`src/rtl/sp_unit_pkg.sv`:
```
// Shared definitions for the stack pointer unit.
// Assumes a 16-bit data address space split into two bytes.
package sp_unit_pkg;
    localparam int SP_W = 16;

    typedef enum logic [2:0] {
        OP_NONE,
        OP_PUSH,
        OP_POP,
        OP_CALL,
        OP_RET
    } stk_op_e;
endpackage

```
`src/rtl/sp_op_decode.sv`:
```
// Chooses the stack operation for this cycle, the pointer value it leads to,
// and the memory address of each byte lane.
// Assumes at most one request strobe is high; a software write suppresses all.
module sp_op_decode
    import sp_unit_pkg::*;
#(
    parameter int RET_BYTES = 2
) (
    input  logic                   push_i,
    input  logic                   pop_i,
    input  logic                   call_i,
    input  logic                   ret_i,
    input  logic                   sw_wr_i,
    input  logic [SP_W-1:0]        sp_i,
    output logic [SP_W-1:0]        sp_next_o,
    output logic [SP_W*RET_BYTES-1:0] addr_o,
    output logic [RET_BYTES-1:0]   en_o,
    output logic                   wr_o
);
    localparam logic [SP_W-1:0] STEP_RA = SP_W'(RET_BYTES);

    stk_op_e op;

    // Pick one operation; software writes take priority over all requests.
    always_comb begin
        if (sw_wr_i)     op = OP_NONE;
        else if (call_i) op = OP_CALL;
        else if (ret_i)  op = OP_RET;
        else if (push_i) op = OP_PUSH;
        else if (pop_i)  op = OP_POP;
        else             op = OP_NONE;
    end

    // Pointer value after the selected operation.
    always_comb begin
        unique case (op)
            OP_PUSH: sp_next_o = sp_i - 1'b1;
            OP_POP:  sp_next_o = sp_i + 1'b1;
            OP_CALL: sp_next_o = sp_i - STEP_RA;
            OP_RET:  sp_next_o = sp_i + STEP_RA;
            default: sp_next_o = sp_i;
        endcase
    end

    // Direction of the memory access.
    always_comb wr_o = (op == OP_PUSH) || (op == OP_CALL);

    for (genvar b = 0; b < RET_BYTES; b++) begin : g_lane
        localparam logic [SP_W-1:0] OFS_DN = SP_W'(b);
        localparam logic [SP_W-1:0] OFS_UP = SP_W'(RET_BYTES - b);
        // Address and enable of byte lane b.
        always_comb begin
            addr_o[b*SP_W +: SP_W] = '0;
            en_o[b]                = 1'b0;
            unique case (op)
                OP_PUSH: if (b == 0) begin
                    addr_o[b*SP_W +: SP_W] = sp_i;
                    en_o[b]                = 1'b1;
                end
                OP_POP: if (b == 0) begin
                    addr_o[b*SP_W +: SP_W] = sp_i + 1'b1;
                    en_o[b]                = 1'b1;
                end
                OP_CALL: begin
                    addr_o[b*SP_W +: SP_W] = sp_i - OFS_DN;
                    en_o[b]                = 1'b1;
                end
                OP_RET: begin
                    addr_o[b*SP_W +: SP_W] = sp_i + OFS_UP;
                    en_o[b]                = 1'b1;
                end
                default: ;
            endcase
        end
    end
endmodule

```
`src/rtl/sp_reg.sv`:
```
// Pointer register with byte-wide software writes and a floor warning.
// Assumes the decoder already returns the unchanged pointer during a write.
module sp_reg
    import sp_unit_pkg::*;
#(
    parameter logic [SP_W-1:0] SRAM_TOP   = 16'h3FFF,
    parameter logic [SP_W-1:0] FLOOR_ADDR = 16'h2000
) (
    input  logic            clk,
    input  logic            rst_n,
    input  logic            wr_lo_i,
    input  logic            wr_hi_i,
    input  logic [7:0]      wr_data_i,
    input  logic [SP_W-1:0] op_next_i,
    output logic [SP_W-1:0] sp_o,
    output logic            bad_wr_o
);
    logic [SP_W-1:0] sw_val;
    logic [SP_W-1:0] nxt;
    logic            sw_wr;

    // Merge written bytes with the bytes left alone.
    always_comb begin
        sw_wr  = wr_lo_i | wr_hi_i;
        sw_val = {wr_hi_i ? wr_data_i : sp_o[15:8],
                  wr_lo_i ? wr_data_i : sp_o[7:0]};
        nxt    = sw_wr ? sw_val : op_next_i;
    end

    // Hold the pointer and the one-cycle floor warning.
    always_ff @(posedge clk) begin
        if (!rst_n) begin
            sp_o     <= SRAM_TOP;
            bad_wr_o <= 1'b0;
        end else begin
            sp_o     <= nxt;
            bad_wr_o <= sw_wr && (sw_val <= FLOOR_ADDR);
        end
    end
endmodule

```
`src/rtl/sp_lock_timer.sv`:
```
// Counts retired instructions after a low-byte pointer write and blocks
// interrupts meanwhile; any later I/O write ends the window early.
// Assumes the low-byte write itself is not reported as a later I/O write.
module sp_lock_timer #(
    parameter int LOCK_INSNS = 4
) (
    input  logic clk,
    input  logic rst_n,
    input  logic arm_i,
    input  logic io_wr_i,
    input  logic retire_i,
    output logic block_o
);
    localparam int CW = $clog2(LOCK_INSNS + 1);
    localparam logic [CW-1:0] LOAD = CW'(LOCK_INSNS);

    logic [CW-1:0] left_q;

    // Load on arm, clear on I/O write, count down on retire.
    always_ff @(posedge clk) begin
        if (!rst_n)                            left_q <= '0;
        else if (arm_i)                        left_q <= LOAD;
        else if (io_wr_i)                      left_q <= '0;
        else if (retire_i && left_q != '0)     left_q <= left_q - 1'b1;
    end

    // Block while instructions remain in the window.
    always_comb block_o = (left_q != '0);
endmodule

```
`src/rtl/stack_ptr_unit.sv`:
```
// Stack pointer unit: register, per-lane stack addresses, interrupt lockout.
// Assumes one-hot stack requests from the decoder and RET_BYTES of 2 or 3.
module stack_ptr_unit
    import sp_unit_pkg::*;
#(
    parameter int               RET_BYTES  = 2,
    parameter int               LOCK_INSNS = 4,
    parameter logic [15:0]      SRAM_TOP   = 16'h3FFF,
    parameter logic [15:0]      FLOOR_ADDR = 16'h2000
) (
    input  logic                     clk,
    input  logic                     rst_n,
    input  logic                     push_i,
    input  logic                     pop_i,
    input  logic                     call_i,
    input  logic                     ret_i,
    input  logic                     retire_i,
    input  logic                     io_wr_i,
    input  logic                     wr_lo_i,
    input  logic                     wr_hi_i,
    input  logic [7:0]               wr_data_i,
    output logic [15:0]              sp_o,
    output logic [16*RET_BYTES-1:0]  acc_addr_o,
    output logic [RET_BYTES-1:0]     acc_en_o,
    output logic                     acc_wr_o,
    output logic                     irq_block_o,
    output logic                     bad_wr_o
);
    logic [SP_W-1:0] op_next;
    logic            sw_wr;
    logic            io_any;

    // Software write and I/O write summaries.
    always_comb begin
        sw_wr  = wr_lo_i | wr_hi_i;
        io_any = io_wr_i | wr_hi_i;
    end

    sp_op_decode #(.RET_BYTES(RET_BYTES)) u_dec (
        .push_i   (push_i),
        .pop_i    (pop_i),
        .call_i   (call_i),
        .ret_i    (ret_i),
        .sw_wr_i  (sw_wr),
        .sp_i     (sp_o),
        .sp_next_o(op_next),
        .addr_o   (acc_addr_o),
        .en_o     (acc_en_o),
        .wr_o     (acc_wr_o)
    );

    sp_reg #(.SRAM_TOP(SRAM_TOP), .FLOOR_ADDR(FLOOR_ADDR)) u_reg (
        .clk      (clk),
        .rst_n    (rst_n),
        .wr_lo_i  (wr_lo_i),
        .wr_hi_i  (wr_hi_i),
        .wr_data_i(wr_data_i),
        .op_next_i(op_next),
        .sp_o     (sp_o),
        .bad_wr_o (bad_wr_o)
    );

    sp_lock_timer #(.LOCK_INSNS(LOCK_INSNS)) u_lock (
        .clk     (clk),
        .rst_n   (rst_n),
        .arm_i   (wr_lo_i),
        .io_wr_i (io_any),
        .retire_i(retire_i),
        .block_o (irq_block_o)
    );
endmodule

```
`config.mk`:
```
export PLATFORM = sky130hd
export DESIGN_NAME = stack_ptr_unit
export DESIGN_NICKNAME = d
export VERILOG_FILES = /design/src/rtl/sp_unit_pkg.sv /design/src/rtl/sp_op_decode.sv /design/src/rtl/sp_reg.sv /design/src/rtl/sp_lock_timer.sv /design/src/rtl/stack_ptr_unit.sv
export SDC_FILE = /design/constraint.sdc
export NUM_CORES = 1
export LEC_CHECK = 0
export ABC_AREA = 0
export BUFFER_PORTS_ARGS = -buffer_cell sky130_fd_sc_hd__buf_2
export CORE_MARGIN = 2
export CORE_UTILIZATION = 41
export DETAILED_ROUTE_END_ITERATION = 8
export SLEW_MARGIN = 10
export SYNTH_ARGS = -nofsm -noshare
export SYNTH_HDL_FRONTEND = slang
export SYNTH_SLANG_ARGS = --single-unit
```
`constraint.sdc`:
```
create_clock -name clk -period 4.8 [get_ports clk]
set_input_delay 0.48 -clock clk [delete_from_list [all_inputs] [get_ports clk]]
set_output_delay 0.48 -clock clk [all_outputs]
set_load 0.005 [all_outputs]
```
Yosys cells after proc, flatten, opt, wreduce, memory -nomap -nowiden
Cells that the tools add are included.

word-level totals
  register bits = 20
  bits in latches = 0
  memory bits (writable) = 0
  bits in read-only memories = 0
  input port bits = 18
  memories = 0

cells by class
  add/subtract/negate cells = 5
  multiply operators = 0
  div/mod/pow operators = 0
  magnitude comparators = 1
  eq/ne operators = 4
  shifts and indexed selects = 0
  muxes and demuxes = 16
  bitwise logic cells = 3
  reductions and logical operators = 10

operators by type and width
  cell                                                    number
  one-hot mux 16 bit (4 select lines)                     1
  one-hot mux 16 bit (3 select lines)                     1
  one-hot mux 16 bit (2 select lines)                     1
  2-to-1 mux 3 bit                                        7
  adder 16 x 1 -> 16 bit (second input constant)          1
  adder 16 x 2 -> 16 bit (second input constant)          1
  <= comparator 16 x 14 -> 1 bit (second input constant)  1
  2-to-1 mux 16 bit                                       1
  2-to-1 mux 8 bit                                        2
  subtractor 16 x 1 -> 16 bit (second input constant)     1
  subtractor 16 x 2 -> 16 bit (second input constant)     1
  == test 3 x 2 -> 1 bit (second input constant)          2
  nonzero test 3 bit                                      2
  nonzero test 5 bit                                      1
  OR reduction 2 bit                                      2
  OR reduction 4 bit                                      1
  == test 3 x 1 -> 1 bit (second input constant)          1
  == test 3 bit (second input constant)                   1
  OR reduction 3 bit                                      1
  subtractor 3 x 1 -> 3 bit (second input constant)       1
  logical AND 1 bit                                       2
  2-to-1 mux 1 bit                                        2
  2-to-1 mux 2 bit                                        1
  OR 1 bit                                                2
  2 further kinds                                         2

Depth between registers and ports, before layout
Gate-level depths: netlist (run 1).

  depth in word-level cells = 8
  gate-level depth with buffers = 9
  gate-level depth less buffers = 8

By module
A second synthesis (run 1) with hierarchy kept.

unflattened totals
  cell total of the unflattened synthesis = 485
  area total of the unflattened synthesis = 3238.1 um2

modules (own cells, without submodules)
  module          times used  cells an instance  area an instance (um2)  sequential area each (um2)
  sp_op_decode    1           370                2165.8                  0.0
  sp_reg          1           94                 893.4                   340.3
  sp_lock_timer   1           19                 166.4                   60.1
  stack_ptr_unit  1           2                  12.5                    0.0

Least setup slack after synthesis (run 1)
OpenSTA, ideal clock, no wires.

  path kind = reg2out
  start = register u_reg.sp_o[2]
  end = output port acc_addr_o[31]
  data arrival time = 2011 ps
  required time = 4320 ps
  setup slack = 2309 ps
  stages on the path, launching flop included = 10
  buffers on the path = 1
  path through = dfxtp_1 -> buf_2 -> inv_1 -> ha_1 -> nor3b_2 -> nand2_1 -> or3b_4 -> nor3_1 -> a311oi_1 -> a31oi_1

between the ends
  word-level cells in the longest chain between the ends = 2
  elaborated cells on any way between the ends = 3
  classes of those cells = add/sub (2); mux (1)

RTL lines
  what                                                                          RTL line                                RTL
  start, declared                                                               sp_reg.sv:15                            output logic [SP_W-1:0] sp_o,
  start signal, assigned                                                        sp_reg.sv:36                            sp_o <= nxt;
  adder 16 x 1 -> 16 bit / subtractor 16 x 1 -> 16 bit (equally long branches)  sp_op_decode.sv:69, sp_op_decode.sv:65
  one-hot mux 16 bit (2 select lines) *                                         sp_op_decode.sv:55                      unique case (op)
  end, declared                                                                 stack_ptr_unit.sv:23                    output logic [16*RET_BYTES-1:0] acc_addr_o,

Every way passes the cells marked *; elsewhere a longest branch is shown, timed or not.

Worst setup path in the final report (run 1)
  start = input port wr_lo_i
  end = output port acc_addr_o[9]

between the ends
  word-level cells in the longest chain between the ends = 5
  elaborated cells on any way between the ends = 8
  classes of those cells = eq/ne (4); mux (2); bitwise (1); reduce/logical (1)

RTL lines
  what                                                                     RTL line              RTL
  start, declared                                                          stack_ptr_unit.sv:19  input logic wr_lo_i,
  OR 1 bit *                                                               stack_ptr_unit.sv:35  sw_wr = wr_lo_i | wr_hi_i;
  2-to-1 mux 3 bit *                                                       sp_op_decode.sv:26    if (sw_wr_i) op = OP_NONE;
  == test 3 x 2 -> 1 bit / == test 3 x 1 -> 1 bit (equally long branches)  sp_op_decode.sv:55
  OR reduction 2 bit (no line)                                             n/a
  one-hot mux 16 bit (3 select lines) *                                    sp_op_decode.sv:55

Marked as above.

==> results of run 1 <==
## cells by family (layout without fill, tap and decap cells)
| logic type | Yosys count | after routing | share of synthesized area, % |
|---|---|---|---|
| DFF | 20 | 20 | 12.4 |
| and+or+nand+nor | 216 | 216 | 33.9 |
| buffers and inverters | 56 | 89 | 7.22 |
| AOI/OAI and AO/OA | 183 | 183 | 39.5 |
| muxes | 3 | 3 | 1.35 |
| adders and majority gates | 7 | 7 | 2.70 |
| xor gates and xnor gates | 11 | 11 | 2.97 |
## worst paths after layout
| check | start | to | cells past startpoint |
|---|---|---|---|
| hold / removal | retire_i | u_lock.left_q[1] | 2 |
| setup reg to reg | u_reg.sp_o[3] | u_reg.sp_o[15] | 6 |
| setup / recovery | wr_lo_i | acc_addr_o[9] | 7 |
| hold reg to reg | u_lock.left_q[1] | u_lock.left_q[1] | 2 |
## synth_stat cells, types with 7 or more instances
cell type and n:
sky130_fd_sc_hd__nand2_1 72, sky130_fd_sc_hd__nor2_1 50, sky130_fd_sc_hd__a21oi_1 41, sky130_fd_sc_hd__o21ai_0 33
sky130_fd_sc_hd__clkbuf_1 27, sky130_fd_sc_hd__nor3_1 21, sky130_fd_sc_hd__dfxtp_1 20, sky130_fd_sc_hd__nand3_1 14
sky130_fd_sc_hd__buf_2 13, sky130_fd_sc_hd__a22oi_1 11, sky130_fd_sc_hd__and3_1 9, sky130_fd_sc_hd__o22ai_1 9
sky130_fd_sc_hd__inv_1 8, sky130_fd_sc_hd__o211ai_1 8, sky130_fd_sc_hd__a21o_1 7, sky130_fd_sc_hd__a221oi_1 7
sky130_fd_sc_hd__a311oi_1 7, sky130_fd_sc_hd__a31oi_1 7, sky130_fd_sc_hd__buf_1 7, sky130_fd_sc_hd__ha_1 7
## per-layer routing
metal	up-vias	routed length (um)	part of all wire (%)
li1	1953	-	-
met1	1934	5330	41
met2	323	5400	42
met3	53	1600	12
met4	0	592	4.6
met5	-	0	0
## where the power goes
| part | total, W | internal (W) | switching, W |
|---|---|---|---|
| registers | 0.000239 | 0.000179 | 0.0000600 |
| clock network | 0.000184 | 0.000112 | 0.0000728 |
| logic | 0.000302 | 0.000122 | 0.000180 |
## metrics by stage
step	hold slack, ns	std cells	power (W)	cell area, um2	worst slack [ns]
final	0.432	631	0.000725	3640	1.14
after global routing	0.446	631	0.000771	3640	0.954
after CTS	0.429	631	0.000719	3640	1.23
after detailed placement	0.514	627	0.000535	3570	1.27
after global placement	0.498	627	0.000532	3570	1.37
after floorplan	0.485	496	0.000425	3240	2.31
## registers in the layout, summed over array words and instances (netlist names)
name / count
u_reg.sp_o: 16
u_lock.left_q: 3
u_reg.bad_wr_o: 1
## worst max-delay path: stages
cell	delay, ns
sky130_fd_sc_hd__buf_2	0.28
sky130_fd_sc_hd__nor2_1	0.69
sky130_fd_sc_hd__nand3_1	0.70
sky130_fd_sc_hd__o21ai_0	0.48
sky130_fd_sc_hd__nand3_1	0.11
sky130_fd_sc_hd__o21ai_0	0.26
sky130_fd_sc_hd__buf_2	0.16
## cell type report
class / instances / area (um2)
fillers: 841 / 4050
multi-input cells: 420 / 2610
repair buffers: 77 / 403
flip-flops and latches: 20 / 400
well taps: 102 / 128
clock buffers: 3 / 41.3
clock inverters: 1 / 30.0
inverters: 8 / 30.0
==> metrics, run 1 <==
DRC violations left 0; largest net degree at the start of global routing 32; most frequent cells in the layout 72 x sky130_fd_sc_hd__nand2_1, 70 x sky130_fd_sc_hd__buf_2, 50 x sky130_fd_sc_hd__nor2_1; Die Footprint between 8000 and 9000 um2; Mean Syn Cell Area 6.53 um2; worst path arrival time between 3 and 4 ns; sum of net half-perimeters after detailed placement approximately 9100 um; routed len/inst roughly 20 um; highest-utilization routing layer at the global route stage met2; Final Wtd Congestion 0.938; final standard cell utilization of the core 47.3%; worst-case clock buffer depth 2; Global Route met1 Usage a little over two fifths; nets between 500 and 600; Min-Delay Path Class input pin to flop; remaining antenna violation count after routing 0; Critical Path Source Type input pin; Fin Setup TNS 0 ns; most common cell after layout, fill and taps aside sky130_fd_sc_hd__nand2_1; minimum clock period after layout between 3 and 4 ns; vias in the first global route just under 4000; crit share post-route between 70% and 80%; library cell with the largest summed area after synthesis sky130_fd_sc_hd__dfxtp_1; initial cell density of the core roughly 42%; count of cells resized by post-cts repair 0; top area cells in the synthesized netlist sky130_fd_sc_hd__dfxtp_1 12%, sky130_fd_sc_hd__nand2_1 8.3%, sky130_fd_sc_hd__a21oi_1 6.3%, sky130_fd_sc_hd__nor2_1 5.8%, sky130_fd_sc_hd__o21ai_0 5.1%; TritonCTS buffer count 3; warning count from the yosys run 0; number of port buffers 70; routed wire length 12900 um; setup repair after global routing missed its margin false; worst-case headroom to the max-slew limit 39.8%; gate count after technology mapping about 500; status finished clean; placeable core region about 7700 um2; vias after detailed routing around 4300; flip-flop and latch count after synthesis 20; Hold Violations, Final 0; Root Buffer Master sky130_fd_sc_hd__clkbuf_8; peak supply drop ~80 uV; setup skew after layout between 0.007 and 0.008 ns; Synth Net Count around 520; global routing met3 resource utilization about 4.8%; # Max-Cap Violations 0; insertion delay to the later sink of the worst-skew pair 0.28 ns; Worst Path Required 4.32 ns; wire length of the first global-routing pass just over 20000 um; proportion of layout cells with a drive suffix above 1 between 10% and 20%; Total GRT Usage 29.9%; count of hold-fix buffers inserted at cts 0; deepest level of the CTS H-tree 1; I/O pins 71; count of final max-slew check failures 0; Most used DFF post-synth sky130_fd_sc_hd__dfxtp_1; die height 92.9 um; vias per inst just under 7; highest net fanout along the worst path 31; number of iterations in the first detailed-routing pass 5; Antenna Cells 0; Global Route met2 Usage approximately 44%; antenna violations before repair 0; count of distinct cell types in the synthesized netlist 71; total grt overflow 0; total leakage power ~1.5 nW; clock-pin slew on the worst setup and hold paths about 0.10 ns; classification of the worst setup path input pin to output pin; highest clock rate roughly 0.27 GHz; cell row count 32; Area Growth Syn to Fin 12.3%; sequential element share of the synthesized area ~12%; Setup Fix Bufs, Post-CTS 0; transition time at the pin with the least slew margin between 0.9 and 1 ns; Reg2Reg Setup Slack 1.81 ns; number of enable flip-flop cells after synthesis 0; ys async rst share 0%; number of design-rule violations left by the first detailed-router iteration about 420; Num Clock Sinks 20; combined area of all synthesized cells 3240 um2; nature of the critical path endpoint output pin; TritonCTS clock tree built; horizontal die dimension 92.9 um; area fraction of the dominant cell type after synthesis about an eighth; Final setup violation count 0; Power Dens Cells 199 nW/um2
Power figures use the tool's default switching activity.
==> run 2: changes to the inputs <==
clock period = 3.8 ns   (was 4.8 ns; I/O delays follow)
==> metrics, run 2 (synthesized netlist as in run 1, its figures left out) <==
registers with the highest flip-flop counts u_reg.sp_o: 16 flops, u_lock.left_q: 3 flops, u_reg.bad_wr_o: 1 flops; number of iterations in the first detailed-routing pass 7 (+2); placeable core region 7690 um2 (unchanged); setup skew after layout 0.0105 ns (+0.00278 ns); Root Buffer Master sky130_fd_sc_hd__clkbuf_8; total leakage power 1.51 nW (+3.9%); cell row count 32 (unchanged); Fin Hold WS 0.330 ns (-0.101 ns); count of hold-fix buffers inserted at cts 0 (unchanged); Min-Delay Path Class input pin to flop; TritonCTS buffer count 3 (unchanged); peak supply drop 131 uV (+60%); sum of net half-perimeters after detailed placement 9730 um (+7.4%); # Max-Cap Violations 0 (unchanged); vias per inst 6.84 (+1.3%); largest net degree at the start of global routing 32 (unchanged); Largest register FFs 16 (unchanged); total placed cells including tap cells 639 (+1.9%); worst path arrival time 2.76 ns (-0.42 ns); vias after detailed routing 4400 (+3.2%); Final setup violation count 0 (unchanged); filler-free cell count of the finished design 643 (+1.9%); count of cells resized by post-cts repair 0 (unchanged); status finished clean; Power Dens Cells 253 nW/um2 (+27%); wire length of the first global-routing pass 21700 um (+5.8%); highest-utilization routing layer at the global route stage met2; global routing met3 resource utilization 5.94% (+1.1 points); most common cell after layout, fill and taps aside sky130_fd_sc_hd__nand2_1; final standard cell utilization of the core 48.5% (+1.2 points); classification of the worst setup path flop to output pin; minimum clock period after layout ~3.1 ns; TritonCTS clock tree built; initial cell density of the core 42.2% (unchanged); Setup Fix Bufs, Post-CTS 0 (unchanged); I/O pins 71 (unchanged); Num Clock Sinks 20 (unchanged); crit share post-route about 83%; Global Route met2 Usage 47.2% (+3.2 points); most frequent cells in the layout 72 x sky130_fd_sc_hd__nand2_1, 70 x sky130_fd_sc_hd__buf_2, 50 x sky130_fd_sc_hd__nor2_1; number of design-rule violations left by the first detailed-router iteration 471 (+12%); register with the most flip-flops u_reg.sp_o; horizontal die dimension 92.9 um (unchanged); Final Wtd Congestion 1.00 (+7.0%); setup repair after global routing missed its margin false; Global Route met1 Usage 45.3% (+2.9 points); DRC violations left 0 (unchanged); transition time at the pin with the least slew margin 0.692 ns (-0.210 ns); proportion of layout cells with a drive suffix above 1 21.6% (+1.8 points); routed len/inst 21.3 um (+4.2%); Area Growth Syn to Fin 15.1%; number of port buffers 70 (unchanged); Antenna Cells 0 (unchanged); count of final max-slew check failures 0 (unchanged); total grt overflow 0 (unchanged); Die Footprint 8630 um2 (unchanged); vias in the first global route 3912 (+1.7%); Worst Path Required 3.42 ns (-0.90 ns); worst-case clock buffer depth 2 (unchanged); remaining antenna violation count after routing 0 (unchanged); Hold Violations, Final 0 (unchanged); Critical Path Source Type flop; clock-pin slew on the worst setup and hold paths 0.11 ns (about the same); highest net fanout along the worst path 11 (-65%); deepest level of the CTS H-tree 1 (unchanged); nature of the critical path endpoint output pin; worst-case headroom to the max-slew limit 53.8% (+14 points); number of fillers in the final layout 810 (-3.7%); die height 92.9 um (unchanged); highest clock rate 0.319 GHz; Total GRT Usage 31.7% (+1.7 points); insertion delay to the later sink of the worst-skew pair 0.28 ns (about the same); nets 567 (+2.2%); antenna violations before repair 0 (unchanged); Fin Setup TNS 0 ns (unchanged); routed wire length 13700 um (+6.2%)
==> run 2: power by group <==
part,switching [W],leakage (nW),internal [W],total (W)
sequential,0.0000553,0.166,0.000226,0.000281
clock,0.0000984,0.0357,0.000141,0.000240
combinational,0.000259,1.31,0.000163,0.000423
total,0.000413,1.51,0.000530,0.000943
==> run 2: layer usage <==
| layer | wire (um) | part of all wire, % |
|---|---|---|
| met1 | 5750 | 42 |
| met2 | 5900 | 43 |
| met3 | 1700 | 12 |
| met5 | 0 | 0 |
| met4 | 369 | 2.7 |
==> run 2: worst paths after layout <==
path,cells after the start,startpoint,end,slack (ns)
max,8,u_reg.sp_o[1],acc_addr_o[12],0.66
min,2,retire_i,u_lock.left_q[1],0.33
max reg2reg,7,u_reg.sp_o[1],u_reg.sp_o[14],1.15
min reg2reg,2,u_lock.left_q[1],u_lock.left_q[1],0.52
==> run 2: critical path, cell delays in order, from the launching register on <==
cell and delay [ns]:
sky130_fd_sc_hd__dfxtp_1 0.60, sky130_fd_sc_hd__ha_1 0.39, sky130_fd_sc_hd__nand3_1 0.25, sky130_fd_sc_hd__or3_1 0.47, sky130_fd_sc_hd__nor2_1 0.19, sky130_fd_sc_hd__o21ai_0 0.11
sky130_fd_sc_hd__a22oi_1 0.26, sky130_fd_sc_hd__nand2_1 0.07, sky130_fd_sc_hd__buf_2 0.13
==> run 2: layout make-up <==
cell class	count	area (um2)	area share, %
clock buffer	3	41.3	1.11
clock inverter	1	30.0	0.805
inverter	8	30.0	0.805
multi-input combinational	420	2610	69.9
sequential	20	400	10.7
tap	102	128	3.42
timing repair buffer	89	493	13.2
==> run 2: per-stage QoR <==
step | power [W] | cell area (um2) | setup WS [ns]
floorplan | 0.000537 | 3240 | 1.41
global placement | 0.000695 | 3660 | 0.870
detailed placement | 0.000694 | 3660 | 0.949
CTS | 0.000933 | 3730 | 0.726
global route | 0.000997 | 3730 | 0.440
finish | 0.000943 | 3730 | 0.663
